--- src/rtl/ring_diag_pkg.sv ---
package ring_diag_pkg;
  localparam int unsigned DEF_ID_W = 8;

  function automatic logic id_eq(input logic [31:0] a, input logic [31:0] b);
    return a == b;
  endfunction
endpackage

--- src/rtl/probe_tracker.sv ---
module probe_tracker
  import ring_diag_pkg::*;
#(
  parameter int unsigned ID_W = DEF_ID_W
) (
  input  logic            clk_i,
  input  logic            rst_ni,
  input  logic            tok_valid_i,
  input  logic [ID_W-1:0] tok_dest_i,
  input  logic            resp_valid_i,
  input  logic            probe_wr_i,
  input  logic [ID_W-1:0] probe_id_i,
  output logic            hit_o
);
  localparam int unsigned PadW = 32 - ID_W;

  logic [ID_W-1:0] probe_q;
  logic            win_q;
  logic            hit_q;
  logic            tok_match;

  assign tok_match = id_eq({{PadW{1'b0}}, tok_dest_i}, {{PadW{1'b0}}, probe_q});

  always_ff @(posedge clk_i or negedge rst_ni) begin
    if (!rst_ni) begin
      probe_q <= '0;
      win_q   <= 1'b0;
      hit_q   <= 1'b0;
    end else if (probe_wr_i) begin
      probe_q <= probe_id_i;
      win_q   <= 1'b0;
      hit_q   <= 1'b0;
    end else begin
      // response is scored against the window left by the previous token
      if (win_q && resp_valid_i) hit_q <= 1'b1;
      if (tok_valid_i)           win_q <= tok_match;
    end
  end

  assign hit_o = hit_q;


  property hit_set_p;
    @(posedge clk_i) disable iff (!rst_ni)
      (win_q && resp_valid_i && !probe_wr_i) |=> hit_q;
  endproperty
  hit_set_chk: assert property (hit_set_p);


  property no_spurious_hit_p;
    @(posedge clk_i) disable iff (!rst_ni)
      (!hit_q && !win_q) |=> !hit_q;
  endproperty
  no_spurious_hit_chk: assert property (no_spurious_hit_p);


  property wr_clear_p;
    @(posedge clk_i) disable iff (!rst_ni)
      probe_wr_i |=> (!hit_q && !win_q && probe_q == $past(probe_id_i));
  endproperty
  wr_clear_chk: assert property (wr_clear_p);


  property win_hold_p;
    @(posedge clk_i) disable iff (!rst_ni)
      (!tok_valid_i && !probe_wr_i) |=> $stable(win_q);
  endproperty
  win_hold_chk: assert property (win_hold_p);
endmodule

--- src/rtl/succ_tracker.sv ---
module succ_tracker
  import ring_diag_pkg::*;
#(
  parameter int unsigned ID_W = DEF_ID_W
) (
  input  logic            clk_i,
  input  logic            rst_ni,
  input  logic            upd_i,
  input  logic [ID_W-1:0] val_i,
  input  logic            stat_rd_i,
  input  logic            rd_i,
  output logic            new_o,
  output logic [ID_W-1:0] id_o
);
  logic [ID_W-1:0] id_q;
  logic            new_q;

  always_ff @(posedge clk_i or negedge rst_ni) begin
    if (!rst_ni) begin
      id_q  <= '0;
      new_q <= 1'b0;
    end else begin
      if (upd_i) id_q <= val_i;
      // update outranks a same-cycle clearing read
      if (upd_i)     new_q <= 1'b1;
      else if (rd_i) new_q <= 1'b0;
    end
  end

  assign new_o = new_q;
  assign id_o  = id_q;


  property upd_load_p;
    @(posedge clk_i) disable iff (!rst_ni)
      upd_i |=> (new_q && id_q == $past(val_i));
  endproperty
  upd_load_chk: assert property (upd_load_p);


  property stat_rd_keep_p;
    @(posedge clk_i) disable iff (!rst_ni)
      (new_q && stat_rd_i && !rd_i) |=> new_q;
  endproperty
  stat_rd_keep_chk: assert property (stat_rd_keep_p);


  property rd_clear_p;
    @(posedge clk_i) disable iff (!rst_ni)
      (rd_i && !upd_i) |=> !new_q;
  endproperty
  rd_clear_chk: assert property (rd_clear_p);
endmodule

--- src/rtl/ring_diag_monitor.sv ---
module ring_diag_monitor
  import ring_diag_pkg::*;
#(
  parameter int unsigned ID_W = DEF_ID_W
) (
  input  logic            clk_i,
  input  logic            rst_ni,
  input  logic            tok_valid_i,
  input  logic [ID_W-1:0] tok_dest_i,
  input  logic            resp_valid_i,
  input  logic            probe_wr_i,
  input  logic [ID_W-1:0] probe_id_i,
  input  logic            succ_upd_i,
  input  logic [ID_W-1:0] succ_val_i,
  input  logic            stat_rd_i,
  input  logic            succ_rd_i,
  input  logic            irq_en_i,
  output logic            probe_hit_o,
  output logic            succ_new_o,
  output logic [ID_W-1:0] succ_id_o,
  output logic            irq_o
);
  probe_tracker #(.ID_W(ID_W)) u_probe (
    .clk_i        (clk_i),
    .rst_ni       (rst_ni),
    .tok_valid_i  (tok_valid_i),
    .tok_dest_i   (tok_dest_i),
    .resp_valid_i (resp_valid_i),
    .probe_wr_i   (probe_wr_i),
    .probe_id_i   (probe_id_i),
    .hit_o        (probe_hit_o)
  );

  succ_tracker #(.ID_W(ID_W)) u_succ (
    .clk_i     (clk_i),
    .rst_ni    (rst_ni),
    .upd_i     (succ_upd_i),
    .val_i     (succ_val_i),
    .stat_rd_i (stat_rd_i),
    .rd_i      (succ_rd_i),
    .new_o     (succ_new_o),
    .id_o      (succ_id_o)
  );

  assign irq_o = succ_new_o & irq_en_i;


  property irq_masked_p;
    @(posedge clk_i) disable iff (!rst_ni)
      !irq_en_i |-> !irq_o;
  endproperty
  irq_masked_chk: assert property (irq_masked_p);


  property irq_src_p;
    @(posedge clk_i) disable iff (!rst_ni)
      irq_o |-> succ_new_o;
  endproperty
  irq_src_chk: assert property (irq_src_p);
endmodule

--- config.mk ---
export PLATFORM = sky130hd
export DESIGN_NAME = ring_diag_monitor
export DESIGN_NICKNAME = d
export VERILOG_FILES = /design/src/rtl/ring_diag_pkg.sv /design/src/rtl/probe_tracker.sv /design/src/rtl/succ_tracker.sv /design/src/rtl/ring_diag_monitor.sv
export SDC_FILE = /design/constraint.sdc
export NUM_CORES = 1
export LEC_CHECK = 0
export BUFFER_PORTS_ARGS = -buffer_cell sky130_fd_sc_hd__buf_2
export CAP_MARGIN = 20
export CORE_MARGIN = 2
export CORE_UTILIZATION = 42
export DETAILED_ROUTE_END_ITERATION = 12
export PLACE_DENSITY = 0.75
export SETUP_SLACK_MARGIN = 0.3
export SLEW_MARGIN = 25
export SYNTH_ARGS = -nofsm -noshare
export SYNTH_HDL_FRONTEND = slang
export SYNTH_SLANG_ARGS = --single-unit
--- constraint.sdc ---
create_clock -name clk_i -period 1.55 [get_ports clk_i]
set_input_delay 0 -clock clk_i [delete_from_list [all_inputs] [get_ports clk_i]]
set_output_delay 0 -clock clk_i [all_outputs]
set_load 0.05 [all_outputs]
==> qor.csv, run 1 <==
metric;value;unit
grt_remaining_overflow;0;
post_cts_buffers;0;
internal_power;0.774;mW
yosysWarningCount;0;
ys_seq_area_frac;0.598;
power.density;874;nW/µm²
clkPwrFrac;0.216;
r2r_slack;0.36;ns
grt_util_all_layers;0.172;
r2r_start;u_probe.probe_q[0];
start_util;0.455;
clkSinkCount;19;
clk_latency;0.28;ns
status;complete, no violations;
ys.flop_type;dfrtp_1;
fillerInstances;131;
worstSetupEndpointType;register;
pwr-share-comb;0.268;
syn_nets;88;
setup_tns;0;ns
synth_commonest_cells;19 x dfrtp_1, 16 x mux2_2, 8 x xor2_1;
final.min_clock_period;1.19;ns
core_area;1750;µm²
syn_area;795;µm²
required;1.76;ns
hold_viol_final;0;
root_buffer;clkbuf_4;
dpl_worst_slack;0.248;ns
grt_pass1_wl;2660;µm
final_nets;153;
die_h;47.5;µm
synthCells;55;
clk_pin_slew_worst_paths;0.10;ns
dr.first_iter.drc_count;1;
startpoint_type;register;
path_class;register to register;
finalMaxSlewViolations;0;
place_congestion;0.668;
io_buffers;42;
crit_chain;xor2_1 -> nor4_2 -> nand2_1 -> a211oi_2;
power_frac_seq;0.516;
layout-drive-gt1-share;0.529;
syn-mean-instance-area;14.4;µm²
htree_num_levels;1;
route.detailed.drc;0;
yosysMostFrequentCell;dfrtp_1;
setup_viol_count_final;0;
vias;650;
power_leakage;0.610;nW
fin_worst_skew;0.00247;ns
min_to;u_probe.win_q;
power;1.10;mW
wire_per_inst;11.5;µm
ant_nets;0;
synth_edf_count;0;
fmax;837;MHz
setup_slack;0.356;ns
dp_cells;120;
dieArea;2260;µm²
die_w;47.5;µm
wl;1660;µm
async_flop_share;1.00;
hold_path.class;input pin to register;
synthTopCellsByArea;dfrtp_1 60%, mux2_2 23%, xor2_1 8.8%, a211oi_2 1.6%, nor4_1 1.6%;
drt_pass1_iterations;2;
max_stage_delay;0.40;ns
grt_pass1_vias;671;
slowest_stage;dfrtp_1;
cts_tree;built;
grt_max_degree;20;
cts_made_buffers;3;
max_cap_viol_count;0;
clockBufferDepth;2;
slew_headroom;0.728;
holdCritStartpoint;probe_wr_i;
worstRegToRegCells;4;
worst_slew_pin_slew;0.409;ns
synth_top_area_cell;dfrtp_1;
io_pins;44;
peakVddDrop;606;µV
swShare;0.297;
min_path_cells;2;
rsz0062_at_grt;true;
num_rows;15;
ys_ff_latch;19;
hold-worst-slack;0.00916;ns
finalCritPeriodShare;0.770;
avgViaCountPerCell;4.51;
rr_endpoint;u_probe.win_q;
p_sw;0.326;mW
antenna_found_initial;0;
arrival;1.41;ns
stdcell_count;144;
synth_top_area_frac;0.598;
critPathMaxFanout;2;
synth.distinct_cells;12;
areaGrowthSynthToFinish;58.4;%
antenna_cells;0;
-- metal layers --
metal | vias up | global-route usage | part of all wire
li1 | 316 | - | -
met1 | 305 | 0.193 | 0.40
met2 | 27 | 0.319 | 0.54
met3 | 2 | 0.0226 | 0.057
met4 | 0 | 0.0833 | 0.0072
met5 | - | 0 | 0
-- what timing repair did --
| action | CTS | global route |
|---|---|---|
| endpoints found under the setup margin | 1 | 1 |
| hold buffers | 20 | 0 |
| gates resized for setup | 1 | 0 |
| endpoints found under the hold margin | 38 | 0 |
| pin swaps | 3 | 0 |
-- final cells by class --
| type | instances | area (µm²) | area share |
|---|---|---|---|
| Timing Repair Buffer | 62 | 410 | 0.326 |
| Inverter | 1 | 3.75 | 0.00298 |
| Tap cell | 25 | 31.3 | 0.0249 |
| Sequential cell | 19 | 475 | 0.378 |
| Multi-Input combinational cell | 33 | 312 | 0.248 |
| Clock buffer | 4 | 26.3 | 0.0209 |
-- registers in the layout, indices dropped and copies added, names as in the netlist --
register         cells
u_probe.hit_o        1
u_probe.probe_q      8
u_probe.win_q        1
u_succ.id_o          8
u_succ.new_o         1
-- cells by family after synthesis --
logic type / share of synthesized area
DFF: 0.598
xor gates and xnor gates: 0.0882
AOI/OAI and AO/OA: 0.0315
buffers and inverters: 0.0173
and+or+nand+nor: 0.0378
muxes: 0.227
-- critical path: cells and delay by family, from the launching register on --
kind             cells  cell delay, ns
AO/OA/AOI/OAI        1            0.17
XOR/XNOR             1            0.17
AND/OR/NAND/NOR      2            0.38
flip-flops           1            0.40
-- power groups by stage --
stage / Combinational (mW) / Clock [mW] / Sequential [mW]
2_1_floorplan: 0.0859 / 0 / 0.659
3_3_place_gp: 0.250 / 0 / 0.575
3_5_place_dp: 0.256 / 0 / 0.578
4_1_cts: 0.298 / 0.253 / 0.568
5_1_grt: 0.318 / 0.273 / 0.574
6_report: 0.295 / 0.237 / 0.568
-- worst max-delay path by stage --
stage,endpoint,start,depth (start not counted),slack [ns]
4_1_cts,u_probe.win_q,u_probe.probe_q[0],4,0.32
3_5_place_dp,u_probe.win_q,u_probe.probe_q[2],4,0.25
2_1_floorplan,u_probe.win_q,u_probe.probe_q[2],4,0.41
6_report,u_probe.win_q,u_probe.probe_q[0],4,0.36
5_1_grt,u_probe.win_q,u_probe.probe_q[0],4,0.21
3_3_place_gp,u_probe.win_q,u_probe.probe_q[2],4,0.33
-- cell usage in the layout (no fill, tap or decap) --
| master | count |
|---|---|
| buf_2 | 42 |
| dlygate4sd3_1 | 20 |
| dfrtp_1 | 19 |
| mux2_2 | 16 |
| xor2_1 | 8 |
| clkbuf_4 | 3 |
| nor2_1 | 2 |
| and2_1 | 1 |
| nor4_1 | 1 |
| nor4_2 | 1 |
| nand2_1 | 1 |
| a211oi_2 | 1 |
| inv_1 | 1 |
| a21o_1 | 1 |
| a21oi_1 | 1 |
| clkbuf_1 | 1 |
-- metrics by stage --
stage               utilization  area [µm²]
finish                    0.721        1260
global route              0.721        1260
CTS                       0.721        1260
detailed placement        0.588        1030
global placement          0.588        1030
floorplan                     -         795
Power figures use the tool's default switching activity.
==> inputs of run 2 (changes only) <==
Settings changed: CORE_UTILIZATION 42 to 38, PLACE_DENSITY 0.75 to 0.72.
Clock period 1.55 ns to 1.02 ns, I/O delays scaled along.
==> run 2 against run 1 <==
Compared with the run above:
- the flow now finishes with violations (setup timing)
- clock-buffer cell count shrank 1
- core utilization up 2.6 points
- clock power up 59%
- sequential share of layout area fell by 4.5 points
- critical endpoint unchanged
==> qor.csv, run 2 (synthesis gave the netlist of run 1 again) <==
metric;value;unit;change
path_class;register to register;;
cts_made_buffers;3;;unchanged
final_nets;155;;+1.3%
layout-drive-gt1-share;0.645;;+0.115
place_congestion;0.605;;-9.4%
finalMaxSlewViolations;0;;unchanged
setup_tns;-0.164;ns;-0.164 ns
io_pins;44;;unchanged
startpoint_type;register;;
postLayoutCoreUtil;0.747;;+0.0263
wl;1920;µm;+15%
fillerInstances;145;;+11%
hold_viol_final;0;;unchanged
die_h;49.7;µm;+4.7%
violations;setup timing;;
root_buffer;clkbuf_4;;
clk_pin_slew_worst_paths;0.11;ns;about the same
route.detailed.drc;0;;unchanged
max_cap_viol_count;0;;unchanged
worstSetupEndpointType;register;;
fmax;845;MHz;+0.86%
grt_pass1_wl;3280;µm;+23%
fin_worst_skew;0.00397;ns;+0.00149 ns
ant_nets;0;;unchanged
peakVddDrop;920;µV;+52%
critPathMaxFanout;2;;unchanged
final.min_clock_period;1.18;ns;-0.0101 ns
die_w;49.7;µm;+4.7%
required;1.24;ns;-0.52 ns
drt_pass1_iterations;1;;-1
vias;652;;+0.31%
start_util;0.405;;-0.0502
wire_per_inst;12.9;µm;+12%
arrival;1.40;ns;about the same
core_area;1960;µm²;+12%
final_common_cell;buf_2;;
areaGrowthSynthToFinish;84.6;%;
status;finished, violations left;;
cts_tree;built;;
grt_pass1_vias;743;;+11%
clkSinkCount;19;;unchanged
finalCritPeriodShare;1.16;;+0.390
grt_max_degree;20;;unchanged
clockBufferDepth;2;;unchanged
multi_input_area;378;µm²;+21%
dr.first_iter.drc_count;0;;-1
hold_path.class;input pin to register;;
antenna_cells;0;;unchanged
slew_headroom;0.716;;-0.0114
setup_viol_count_final;1;;+1
power.density;1260;nW/µm²;+45%
clk_latency;0.29;ns;about the same
regArea;488;µm²;+2.6%
num_rows;16;;+1
rsz0062_at_grt;true;;
htree_num_levels;1;;unchanged
dieArea;2470;µm²;+9.6%
power_leakage;0.719;nW;+18%
io_buffers;42;;unchanged
mostFrequentLayoutCells;31 x buf_2, 20 x dlygate4sd3_1, 16 x mux2_4;;
avgViaCountPerCell;4.41;;-2.4%
grt_util_all_layers;0.174;;+0.00178
grt_remaining_overflow;0;;unchanged
setup_slack;-0.164;ns;-0.520 ns
antenna_found_initial;0;;unchanged
worst_slew_pin_slew;0.426;ns;+0.0171 ns
[run 2: worst paths after layout]
path / start / end / slack [ns] / cells past startpoint
max: u_probe.probe_q[2] / u_probe.win_q / -0.16 / 4
min: probe_wr_i / u_probe.win_q / 0.07 / 2
max reg2reg: u_probe.probe_q[2] / u_probe.win_q / -0.16 / 4
min reg2reg: u_succ.new_o / u_succ.new_o / 0.53 / 1
max in group asynchronous: rst_ni / u_succ.new_o / 0.54 / 2
min in group asynchronous: rst_ni / u_probe.win_q / 0.16 / 2
[run 2: through the flow]
step | area, µm² | cells | hold slack (ns) | power [mW] | setup WS, ns
2_1_floorplan | 813 | 55 | -0.296 | 1.14 | -0.0619
3_3_place_gp | 1050 | 122 | -0.0404 | 1.27 | -0.184
3_5_place_dp | 1050 | 122 | -0.0353 | 1.27 | -0.196
4_1_cts | 1450 | 147 | 0.0505 | 1.86 | -0.203
5_1_grt | 1470 | 148 | 0.0859 | 1.96 | -0.246
6_report | 1470 | 148 | 0.0689 | 1.85 | -0.164
[run 2: area by class of cell]
cell class	instances	share of cell area
Timing Repair Buffer	64	0.365
Sequential cell	19	0.333
Multi-Input combinational cell	33	0.258
Tap cell	27	0.0230
Clock buffer	3	0.0154
Clock inverter	1	0.00341
Inverter	1	0.00256
[run 2: what timing repair did]
item | CTS | global route
hold endpoints to repair | 38 | 0
hold buffers | 20 | 0
resized for setup | 48 | 2
buffers inserted | 1 | 1
setup endpoints to repair | 28 | 29
pin swaps | 4 | 2
[run 2: critical path: stages, from the launching register on]
cell and delay, ns:
dfrtp_1 0.40, xor2_1 0.15, nor4_2 0.29, nand2_1 0.10
a211oi_2 0.17
[run 2: report_power, final]
part           total [mW]  switching, mW  internal [mW]
logic               0.589          0.263          0.326
registers           0.888         0.0588          0.830
clock network       0.377          0.231          0.146
[run 2: per-layer routing]
| metal | vias to the layer above | global-route usage | wire length [µm] |
|---|---|---|---|
| li1 | 320 | - | - |
| met1 | 301 | 0.205 | 833 |
| met2 | 31 | 0.307 | 941 |
| met3 | 0 | 0.0545 | 141 |
| met4 | 0 | 0.0417 | 0 |
| met5 | - | 0 | 0 |
==> inputs of run 3 (changes only) <==
Settings changed: SKIP_LAST_GASP from default to 1.
==> run 3 against run 2 <==
Compared with the run above:
- the run still ends with setup timing left
- global-route usage decreased by 1.5 points
- sequential share of layout area increased by 2.2 points
- clock-buffer cell count unchanged
- sequential power decreased by 1%
- power decreased by 4.7%
- final cell count unchanged
- hold slack got worse by 0.055 ns
- maximum frequency decreased by 0.50%
- critical path type unchanged
- critical endpoint unchanged
==> qor.csv, run 3 (synthesis gave the netlist of run 1 again) <==
metric;value;unit;change
status;finished, violations left;;
violations;setup timing;;
dr.first_iter.drc_count;5;;+5
power_leakage;0.647;nW;-10%
required;1.24;ns;about the same
final_common_cell;buf_2;;
layout-drive-gt1-share;0.645;;unchanged
max_cap_viol_count;0;;unchanged
die_w;49.7;µm;unchanged
slew_headroom;0.717;;+0.00126
finalMaxSlewViolations;0;;unchanged
power_frac_seq;0.497;;+0.018
hold_path.class;input pin to register;;
place_area;1050;µm²;unchanged
grt_util_all_layers;0.159;;-0.0149
io_pins;44;;unchanged
grt_remaining_overflow;0;;unchanged
worst_slew_pin_slew;0.424;ns;-0.00188 ns
fmax;840;MHz;-0.50%
place_congestion;0.605;;unchanged
grt_pass1_vias;716;;-3.6%
hold-worst-slack;0.0141;ns;-0.0548 ns
p_sw;0.526;mW;-4.9%
avgViaCountPerCell;4.50;;+2.1%
dp_cells;122;;unchanged
clk_latency;0.29;ns;about the same
peakVddDrop;818;µV;-11%
path_class;register to register;;
clockBufferDepth;2;;unchanged
clk_pin_slew_worst_paths;0.11;ns;about the same
setup_viol_count_final;1;;unchanged
startpoint_type;register;;
postLayoutCoreUtil;0.702;;-0.0459
critPathMaxFanout;2;;unchanged
dieArea;2470;µm²;unchanged
areaGrowthSynthToFinish;73.2;%;
antenna_cells;0;;unchanged
route.detailed.drc;0;;unchanged
start_util;0.405;;unchanged
die_h;49.7;µm;unchanged
root_buffer;clkbuf_4;;
core_area;1960;µm²;unchanged
finalCritPeriodShare;1.17;;+0.00588
fin_worst_skew;0.00768;ns;+0.00371 ns
io_buffers;42;;unchanged
arrival;1.41;ns;about the same
power;1.77;mW;-4.7%
drt_pass1_iterations;3;;+2
mostFrequentLayoutCells;31 x buf_2, 20 x dlygate4sd3_1, 14 x mux2_2;;
clkSinkCount;19;;unchanged
grt_max_degree;20;;unchanged
postLayoutCellArea;1380;µm²;-6.1%
vias;666;;+2.1%
cts_made_buffers;3;;unchanged
antenna_found_initial;0;;unchanged
grt_pass1_wl;3000;µm;-8.6%
hold_viol_final;0;;unchanged
worstSetupEndpointType;register;;
fillerInstances;153;;+5.5%
rsz0062_at_grt;true;;
cts_tree;built;;
stdcell_count;148;;unchanged
internal_power;1.24;mW;-4.7%
power.density;1280;nW/µm²;+1.5%
setup_slack;-0.170;ns;-0.00599 ns
clkPwrFrac;0.208;;+0.005
wl;1740;µm;-9.2%
final.min_clock_period;1.19;ns;+0.00599 ns
pwr-share-comb;0.294;;-0.024
num_rows;16;;unchanged
htree_num_levels;1;;unchanged
final_nets;155;;unchanged
swShare;0.298;;-0.000477
wire_per_inst;11.8;µm;-9.2%
ant_nets;0;;unchanged
-- run 3: cell counts in the layout (fill, tap and decap cells not counted) --
Identical to the previous run, type by type.
-- run 3: through the flow --
step,worst slack (ns),setup TNS (ns)
2_1_floorplan,-0.0619,-0.0619
3_3_place_gp,-0.184,-0.184
3_5_place_dp,-0.196,-0.196
4_1_cts,-0.203,-0.211
5_1_grt,-0.262,-0.305
6_report,-0.170,-0.170
-- run 3: worst max-delay path, stage by stage, from the launching register on --
cell      delay, ns
dfrtp_1        0.40
xor2_1         0.17
nor4_2         0.29
nand2_1        0.10
a211oi_2       0.17
-- run 3: path summary, 6_finish.rpt --
| check | startpoint | cells past startpoint | to | slack (ns) |
|---|---|---|---|---|
| worst max-delay path | u_probe.probe_q[2] | 4 | u_probe.win_q | -0.17 |
| worst min-delay path | probe_wr_i | 2 | u_probe.win_q | 0.01 |
| worst max register to register | u_probe.probe_q[2] | 4 | u_probe.win_q | -0.17 |
| worst min register to register | u_succ.new_o | 1 | u_succ.new_o | 0.53 |
| max in group asynchronous | rst_ni | 2 | u_probe.hit_o | 0.51 |
| min in group asynchronous | rst_ni | 2 | u_probe.win_q | 0.18 |
-- run 3: power by group through the flow --
stage	clock [mW]	combinational [mW]	sequential [mW]
global placement	0	0.386	0.880
floorplan	0	0.133	1.01
CTS	0.397	0.510	0.877
global route	0.433	0.554	0.888
detailed placement	0	0.392	0.883
finish	0.368	0.520	0.878
-- run 3: layer usage --
metal  share of wire  up-vias  GRT usage
met2            0.51       31      0.291
met3           0.077        0     0.0485
met1            0.41      313      0.178
met5               0        -          0
met4               0        0     0.0417
li1                -      322          -
-- run 3: final cells by class --
cell class | instances | area [µm²] | share of cell area
multi-input combinational | 33 | 325 | 0.236
inverter | 1 | 3.75 | 0.00273
clock inverter | 1 | 5.00 | 0.00364
sequential | 19 | 488 | 0.355
timing repair buffer | 64 | 498 | 0.362
tap | 27 | 33.8 | 0.0245
clock buffer | 3 | 22.5 | 0.0164
-- run 3: repair_timing --
action / CTS / global route
hold endpoints to repair: 38 / 0
pin swaps: 3 / 0
hold buffers: 20 / 0
gates resized for setup: 24 / 2
gates cloned: 0 / 0
endpoints found under the setup margin: 28 / 29
setup buffers: 1 / 1
